==> src/rtl/ic_pkg.sv <==
package ic_pkg;
  localparam int IC_CH    = 8;
  localparam int IC_PAIRS = IC_CH / 2;
  localparam int IC_IDX_W = $clog2(IC_CH);
  localparam int IC_ADDR_W = 5;
  localparam int REG_W    = 8;

  localparam logic [IC_ADDR_W-1:0] ADDR_HOLD0  = IC_ADDR_W'(IC_CH);
  localparam logic [IC_ADDR_W-1:0] ADDR_FLAGS  = IC_ADDR_W'(2 * IC_CH);
  localparam logic [IC_ADDR_W-1:0] ADDR_NOVW   = ADDR_FLAGS + 5'd1;
  localparam logic [IC_ADDR_W-1:0] ADDR_SYS    = ADDR_FLAGS + 5'd2;
  localparam logic [IC_ADDR_W-1:0] ADDR_POL_LO = ADDR_FLAGS + 5'd3;
  localparam logic [IC_ADDR_W-1:0] ADDR_POL_HI = ADDR_FLAGS + 5'd4;

  localparam int SYS_BUFEN    = 1;
  localparam int SYS_FLAGMODE = 3;
  localparam int SYS_SHARE0   = 4;

  typedef struct packed {
    logic [IC_CH-1:0] capEv;
    logic             latchEv;
    logic [IC_CH-1:0] rdCap;
    logic [IC_CH-1:0] rdHold;
    logic [IC_CH-1:0] flagClr;
  } icStrobes_t;
endpackage

==> src/rtl/ic_ctrl.sv <==
module ic_ctrl
  import ic_pkg::*;
#(
  parameter int CNT_W = 16
) (
  input  logic                        clk,
  input  logic                        rstN,
  input  logic                        modeN,
  input  logic [IC_ADDR_W-1:0]        addr,
  input  logic                        wrEn,
  input  logic [REG_W-1:0]            wrData,
  input  logic                        rdEn,
  output logic [CNT_W-1:0]            rdData,
  input  logic [IC_CH-1:0]            pins,
  input  logic                        latchStrobe,
  input  logic [IC_CH-1:0][CNT_W-1:0] capVal,
  input  logic [IC_CH-1:0][CNT_W-1:0] holdVal,
  input  logic [IC_CH-1:0]            flags,
  output icStrobes_t                  strb,
  output logic [REG_W-1:0]            novwReg,
  output logic [REG_W-1:0]            sysCfg
);
  localparam int POL_W = 2 * IC_CH;

  logic [IC_CH-1:0] syncA, syncB, prevB, edgeHit, capEvN, rdCapN, rdHoldN;
  logic [POL_W-1:0] polCfg;
  logic             sysLocked, sysWrOk;
  logic [IC_ADDR_W-1:0] holdOff;

  assign sysWrOk = wrEn && (addr == ADDR_SYS) && (!modeN || !sysLocked);
  assign holdOff = addr - ADDR_HOLD0;

  always_ff @(posedge clk or negedge rstN) begin
    if (!rstN) begin
      novwReg   <= '0;
      sysCfg    <= '0;
      polCfg    <= '0;
      sysLocked <= 1'b0;
    end else begin
      if (wrEn && addr == ADDR_NOVW)   novwReg <= wrData;
      if (wrEn && addr == ADDR_POL_LO) polCfg[REG_W-1:0] <= wrData;
      if (wrEn && addr == ADDR_POL_HI) polCfg[POL_W-1:REG_W] <= wrData;
      if (sysWrOk) begin
        sysCfg <= wrData;
        if (modeN) sysLocked <= 1'b1;
      end
    end
  end

  always_ff @(posedge clk or negedge rstN) begin
    if (!rstN) begin
      syncA <= '0;
      syncB <= '0;
      prevB <= '0;
    end else begin
      syncA <= pins;
      syncB <= syncA;
      prevB <= syncB;
    end
  end

  for (genvar g = 0; g < IC_CH; g++) begin : g_chan
    logic [1:0] sel;
    assign sel = polCfg[2*g +: 2];
    assign edgeHit[g] = (sel[0] & syncB[g] & ~prevB[g]) | (sel[1] & ~syncB[g] & prevB[g]);
    assign rdCapN[g]  = rdEn && (addr == IC_ADDR_W'(g));
    assign rdHoldN[g] = rdEn && (addr == ADDR_HOLD0 + IC_ADDR_W'(g));
    if (g < IC_PAIRS) begin : g_lower
      assign capEvN[g] = edgeHit[g];
    end else begin : g_upper
      assign capEvN[g] = sysCfg[SYS_SHARE0 + g - IC_PAIRS] ? edgeHit[g - IC_PAIRS] : edgeHit[g];
    end
  end

  always_comb begin
    strb.capEv   = capEvN;
    strb.latchEv = latchStrobe & sysCfg[SYS_BUFEN];
    strb.rdCap   = rdCapN;
    strb.rdHold  = rdHoldN;
    strb.flagClr = (wrEn && addr == ADDR_FLAGS) ? wrData : '0;
  end

  always_comb begin
    rdData = '0;
    if (addr < ADDR_HOLD0)        rdData = capVal[addr[IC_IDX_W-1:0]];
    else if (addr < ADDR_FLAGS)   rdData = holdVal[holdOff[IC_IDX_W-1:0]];
    else if (addr == ADDR_FLAGS)  rdData = CNT_W'(flags);
    else if (addr == ADDR_NOVW)   rdData = CNT_W'(novwReg);
    else if (addr == ADDR_SYS)    rdData = CNT_W'(sysCfg);
    else if (addr == ADDR_POL_LO) rdData = CNT_W'(polCfg[REG_W-1:0]);
    else if (addr == ADDR_POL_HI) rdData = CNT_W'(polCfg[POL_W-1:REG_W]);
  end
endmodule

==> src/rtl/ic_datapath.sv <==
module ic_datapath
  import ic_pkg::*;
#(
  parameter int CNT_W = 16
) (
  input  logic                        clk,
  input  logic                        rstN,
  input  icStrobes_t                  strb,
  input  logic [REG_W-1:0]            novwReg,
  input  logic                        flagMode,
  input  logic [CNT_W-1:0]            count,
  output logic [IC_CH-1:0][CNT_W-1:0] capVal,
  output logic [IC_CH-1:0][CNT_W-1:0] holdVal,
  output logic [IC_CH-1:0]            capFull,
  output logic [IC_CH-1:0]            holdFull,
  output logic [IC_CH-1:0]            flags
);
  for (genvar g = 0; g < IC_CH; g++) begin : g_chan
    logic [CNT_W-1:0] capQ, holdQ;
    logic capFullQ, holdFullQ, flagQ;
    logic holdWr, capMid, capWr, capNext, holdNext, setFlag;

    always_comb begin
      // transfer first, then capture, then bus read clears status
      holdWr   = strb.latchEv & capFullQ & (~novwReg[g] | ~holdFullQ);
      capMid   = capFullQ & ~holdWr;
      capWr    = strb.capEv[g] & (~novwReg[g] | ~capMid);
      capNext  = capWr | capMid;
      holdNext = holdWr | holdFullQ;
      setFlag  = (flagMode & novwReg[g]) ? ((capWr | holdWr) & capNext & holdNext) : capWr;
    end

    always_ff @(posedge clk or negedge rstN) begin
      if (!rstN) begin
        capQ      <= '0;
        holdQ     <= '0;
        capFullQ  <= 1'b0;
        holdFullQ <= 1'b0;
        flagQ     <= 1'b0;
      end else begin
        if (holdWr) holdQ <= capQ;
        if (capWr)  capQ  <= count;
        capFullQ  <= capNext  & ~strb.rdCap[g];
        holdFullQ <= holdNext & ~strb.rdHold[g];
        flagQ     <= setFlag | (flagQ & ~strb.flagClr[g]);
      end
    end

    assign capVal[g]   = capQ;
    assign holdVal[g]  = holdQ;
    assign capFull[g]  = capFullQ;
    assign holdFull[g] = holdFullQ;
    assign flags[g]    = flagQ;
  end
endmodule

==> src/rtl/ic_capture_array.sv <==
module ic_capture_array
  import ic_pkg::*;
#(
  parameter int CNT_W = 16
) (
  input  logic                 clk,
  input  logic                 rstN,
  input  logic                 modeN,
  input  logic [IC_ADDR_W-1:0] addr,
  input  logic                 wrEn,
  input  logic [REG_W-1:0]     wrData,
  input  logic                 rdEn,
  output logic [CNT_W-1:0]     rdData,
  input  logic [IC_CH-1:0]     pins,
  input  logic                 latchStrobe,
  input  logic [CNT_W-1:0]     count,
  output logic [IC_CH-1:0]     irqFlags
);
  icStrobes_t                  strb;
  logic [REG_W-1:0]            novwReg, sysCfg;
  logic [IC_CH-1:0][CNT_W-1:0] capVal, holdVal;
  logic [IC_CH-1:0]            capFull, holdFull;

  ic_ctrl #(.CNT_W(CNT_W)) ctrl_i (
    .clk(clk), .rstN(rstN), .modeN(modeN), .addr(addr), .wrEn(wrEn),
    .wrData(wrData), .rdEn(rdEn), .rdData(rdData), .pins(pins),
    .latchStrobe(latchStrobe), .capVal(capVal), .holdVal(holdVal),
    .flags(irqFlags), .strb(strb), .novwReg(novwReg), .sysCfg(sysCfg)
  );

  ic_datapath #(.CNT_W(CNT_W)) dp_i (
    .clk(clk), .rstN(rstN), .strb(strb), .novwReg(novwReg),
    .flagMode(sysCfg[SYS_FLAGMODE]), .count(count), .capVal(capVal),
    .holdVal(holdVal), .capFull(capFull), .holdFull(holdFull), .flags(irqFlags)
  );
endmodule

==> config.mk <==
export PLATFORM = sky130hd
export DESIGN_NAME = ic_capture_array
export DESIGN_NICKNAME = d
export VERILOG_FILES = /design/src/rtl/ic_pkg.sv /design/src/rtl/ic_ctrl.sv /design/src/rtl/ic_datapath.sv /design/src/rtl/ic_capture_array.sv
export SDC_FILE = /design/constraint.sdc
export NUM_CORES = 1
export LEC_CHECK = 0
export ABC_AREA = 1
export BUFFER_PORTS_ARGS = -buffer_cell sky130_fd_sc_hd__buf_2
export CAP_MARGIN = 5
export CELL_PAD_IN_SITES_DETAIL_PLACEMENT = 1
export CELL_PAD_IN_SITES_GLOBAL_PLACEMENT = 1
export CORE_ASPECT_RATIO = 1.75
export CORE_MARGIN = 10
export CORE_UTILIZATION = 30
export CTS_BUF_LIST = sky130_fd_sc_hd__clkbuf_16
export DETAILED_ROUTE_END_ITERATION = 8
export GPL_TIMING_DRIVEN = 0
export PLACE_DENSITY_LB_ADDON = 0.1
export SLEW_MARGIN = 40
export SYNTH_ARGS = -nofsm -noshare
export SYNTH_HDL_FRONTEND = slang
export SYNTH_SLANG_ARGS = --single-unit
==> constraint.sdc <==
create_clock -name clk -period 1.6 [get_ports clk]
set_clock_uncertainty 0.05 [all_clocks]
set_input_delay 0 -clock clk [delete_from_list [all_inputs] [get_ports clk]]
set_output_delay 0 -clock clk [all_outputs]
set_load 0.02 [all_outputs]
==> impl_metrics.ini <==
[floorplanning]
die-area_um2 = 59400
die_h_um = 315
boundaryPins = 67
die_x_um = 189
num_rows = 108
initial_core_util = 0.302
fp.coreArea_um2 = 49500

[synthesis]
ys_seq_elements = 337
synth_cell_types = 34
syn_nets = 1711
seq_area_frac_synth = 0.565
synth.avg_cell_area_um2 = 8.95
synth_warnings = 0
synth_area_um2 = 14900
syn_inst = 1668

[cts]
cts_tree = built
cts_buffers = 37
clock_sinks = 337
htree_levels = 2
clockBufferDepth = 3
clkTransAtPathRegs_ns = 0.07
insertion_delay_ns = 0.55
cts-root-buf = clkbuf_16

[global_route]
grt_max_degree = 70
grt_pass1_wl_um = 98700
gr-total-overflow = 0
first_global_vias = 14500
grt_usage = 0.227
antenna_found_initial = 0

[sta]
fin_ws_ns = -0.298
period_needed_ns = 1.90
finalHoldViolCount = 6
timing.fmax_mhz = 527
fin_setup_tns_ns = -8.12
finalSetupViolCount = 120
drv_slew = 0
timing.final.crit_share = 1.19
timing.max_slew.rel_slack = 0.444
tightest_slew_ns = 0.834
hold_ws_ns = -0.0266
rsz0062_at_grt = yes

[finish]
post-route-util = 0.434
final_nets = 1971
instances_no_fill = 2613
area_delta_synth_final_pct = 43.9
num_antenna_cells = 0
final_layout_size_suffix_gt1_frac = 0.384

[setup_path]
worst_path_largest_cell_delay_ns = 0.39
cp_data_arrival_time_ns = 1.85
setup.worst_path.start_class = flop
rrSetupSlack_ns = -0.09
reg2reg_depth = 9
r2r-end = dp_i.g_chan[4].capQ[1]$_DFFE_PN0P_
r2r_start = ctrl_i.prevB[0]$_DFF_PN0_
cp-end-kind = output pin
path_delay_family = simple AND/OR/NAND/NOR gates
cp_common_cell = nand3_1
critPathMaxFanout = 2
crit_chain = a21oi_2, nand4_1, nand3_1, nand3_1, buf_2
required_ns = 1.55
cpMaxStageDelayCell = dfrtp_1
critPathKind = flop to output pin
path_buf_inv = 1

[job]
max-cap-violations = 0

[routing]
post_drt_wl_per_cell_um = 26.5
route.detailed.drc = 0
drt-initial-drc-count = 713
vias = 13400
drt_wl_total_um = 69300
via_per_inst = 5.14
drtAntennaViolNets = 0
firstDrtPassIters = 9

[run_status]
violations = hold timing, setup timing
status = complete, but fails checks

[placement]
port_buffers = 64
place_inst = 2397
place_hpwl_um = 48900
gp_congestion = 0.903

[power_and_ir_drop]
finalPower_w = 0.0323
max-vdd-ir-drop_mv = 0.734
p_per_area_nw_per_um2 = 1500
p_leak_nw = 9.90

[hold_path]
hold_path_class = primary input to flop
hold_start = addr[1]
hold_depth = 6
worst_hold_path.endpoint = ctrl_i.sysCfg[0]$_DFFE_PN0P_
## cell usage after synthesis
| cell type | number | area share |
|---|---|---|
| o21ai_0 | 211 | 0.071 |
| a21o_1 | 4 | 0.0020 |
| o2111ai_2 | 1 | 0.0010 |
| buf_1 | 7 | 0.0018 |
| o21ai_1 | 4 | 0.0013 |
| nor2_8 | 1 | 0.0013 |
| a31oi_1 | 3 | 0.0013 |
| nor3_1 | 3 | 0.0010 |
| a21oi_1 | 64 | 0.021 |
| dfrtp_1 | 337 | 0.57 |
| clkbuf_1 | 56 | 0.014 |
| nand4_1 | 74 | 0.031 |
| a22oi_1 | 32 | 0.016 |
| nor2_1 | 85 | 0.021 |
| inv_1 | 107 | 0.027 |
| inv_2 | 6 | 0.0015 |
| buf_4 | 13 | 0.0065 |
| mux2_2 | 56 | 0.042 |
| nand4_4 | 1 | 0.0014 |
| nor2_2 | 5 | 0.0021 |
| nor3_2 | 1 | 0.00067 |
| o21ai_2 | 8 | 0.0047 |
| buf_2 | 24 | 0.0080 |
| nand3_1 | 90 | 0.030 |
| nand2_1 | 457 | 0.11 |
| nor4_1 | 1 | 0.00042 |
| a32oi_1 | 4 | 0.0023 |
| nand2_4 | 1 | 0.00075 |
| nand2_2 | 2 | 0.00084 |
| nor2_4 | 2 | 0.0015 |
| nand3_2 | 1 | 0.00067 |
| and3_1 | 3 | 0.0013 |
| nand4_2 | 3 | 0.0025 |
| buf_6 | 1 | 0.00075 |
## timing repair
action	in CTS	in global routing
buffers inserted	49	42
pin swaps	82	76
resized for setup	516	303
endpoints found under the hold margin	438	0
cloned	15	9
setup endpoints to repair	250	255
hold buffers	43	0
## layout by cell type (no fill, tap or decap), types with 64 or more instances in the layout
master	Yosys	layout
nand4_1	74	74
o21ai_1	4	70
inv_1	107	92
clkbuf_16	0	64
o21ai_2	8	72
nand2_1	457	335
buf_4	13	87
o21ai_0	211	75
nand2_2	2	76
dfrtp_1	337	327
## worst min-delay path, stage by stage
cell and delay (ns):
buf_2 0.15, inv_2 0.07, nor3_2 0.06, o2111ai_4 0.14, nand2_1 0.06, o21ai_0 0.06
## kinds of logic after synthesis
family / share of synthesized area
AND/OR/NAND/NOR: 0.212
flip-flops: 0.565
AO/OA/AOI/OAI: 0.121
buffers and inverters: 0.0596
multiplexers: 0.0423
## worst max-delay path by stage
| stage | start | to | depth (start not counted) |
|---|---|---|---|
| finish | dp_i.g_chan[0].holdQ[4]$_DFFE_PN0P_ | rdData[4] | 5 |
| global route | ctrl_i.novwReg[4]$_DFFE_PN0P_ | rdData[4] | 5 |
| CTS | dp_i.g_chan[3].holdQ[9]$_DFFE_PN0P_ | rdData[9] | 7 |
| detailed placement | ctrl_i.prevB[1]$_DFF_PN0_ | dp_i.g_chan[5].capQ[2]$_DFFE_PN0P_ | 9 |
| global placement | rstN | dp_i.g_chan[4].capQ[10]$_DFFE_PN0P_ | 1 |
| floorplan | ctrl_i.sysCfg[1]$_DFFE_PN0P_ | dp_i.g_chan[6].holdQ[10]$_DFFE_PN0P_ | 5 |
## sequential cells by signal, summed over array words and instances (netlist names)
name and count:
dp_i.g_chan.flagQ 8, ctrl_i.sysCfg 8, dp_i.g_chan.holdQ 128, ctrl_i.syncA 8
ctrl_i.polCfg 16, ctrl_i.sysLocked 1, ctrl_i.novwReg 8, dp_i.g_chan.capFullQ 8
dp_i.g_chan.holdFullQ 8, ctrl_i.syncB 8, dp_i.g_chan.capQ 128, ctrl_i.prevB 8
## final cells by class
cell class	instances	area, um^2
Clock buffer	39	976
Inverter	113	434
Buffer	98	1080
Multi-Input combinational cell	1117	7260
Clock inverter	25	194
Timing Repair Buffer	224	2250
Sequential cell	337	8450
Tap cell	660	826
Fill cell	5533	28000
## power by group
part           total [W]  internal [W]  switching (W)  leakage [nW]
Clock            0.00865       0.00489        0.00376         0.600
Combinational    0.00958       0.00443        0.00515          5.13
Sequential        0.0141        0.0115        0.00254          4.17
Total             0.0323        0.0209         0.0115          9.90
## stage by stage
stage          instance area [um^2]  setup slack [ns]
3_5_place_dp                  16200             -1.03
3_3_place_gp                  16100             -6.54
4_1_cts                       20000            -0.301
5_1_grt                       21500            -0.314
2_1_floorplan                 14900            0.0595
6_report                      21500            -0.298
## routing by layer
| layer | up-vias | part of all wire | global-route usage |
|---|---|---|---|
| met2 | 311 | 0.54 | 0.429 |
| met1 | 6875 | 0.36 | 0.233 |
| met5 | - | 0 | 0 |
| met4 | 0 | 0.077 | 0.140 |
| met3 | 152 | 0.030 | 0.0243 |
| li1 | 6094 | - | - |
No activity file was read; power rests on OpenSTA's default activity.
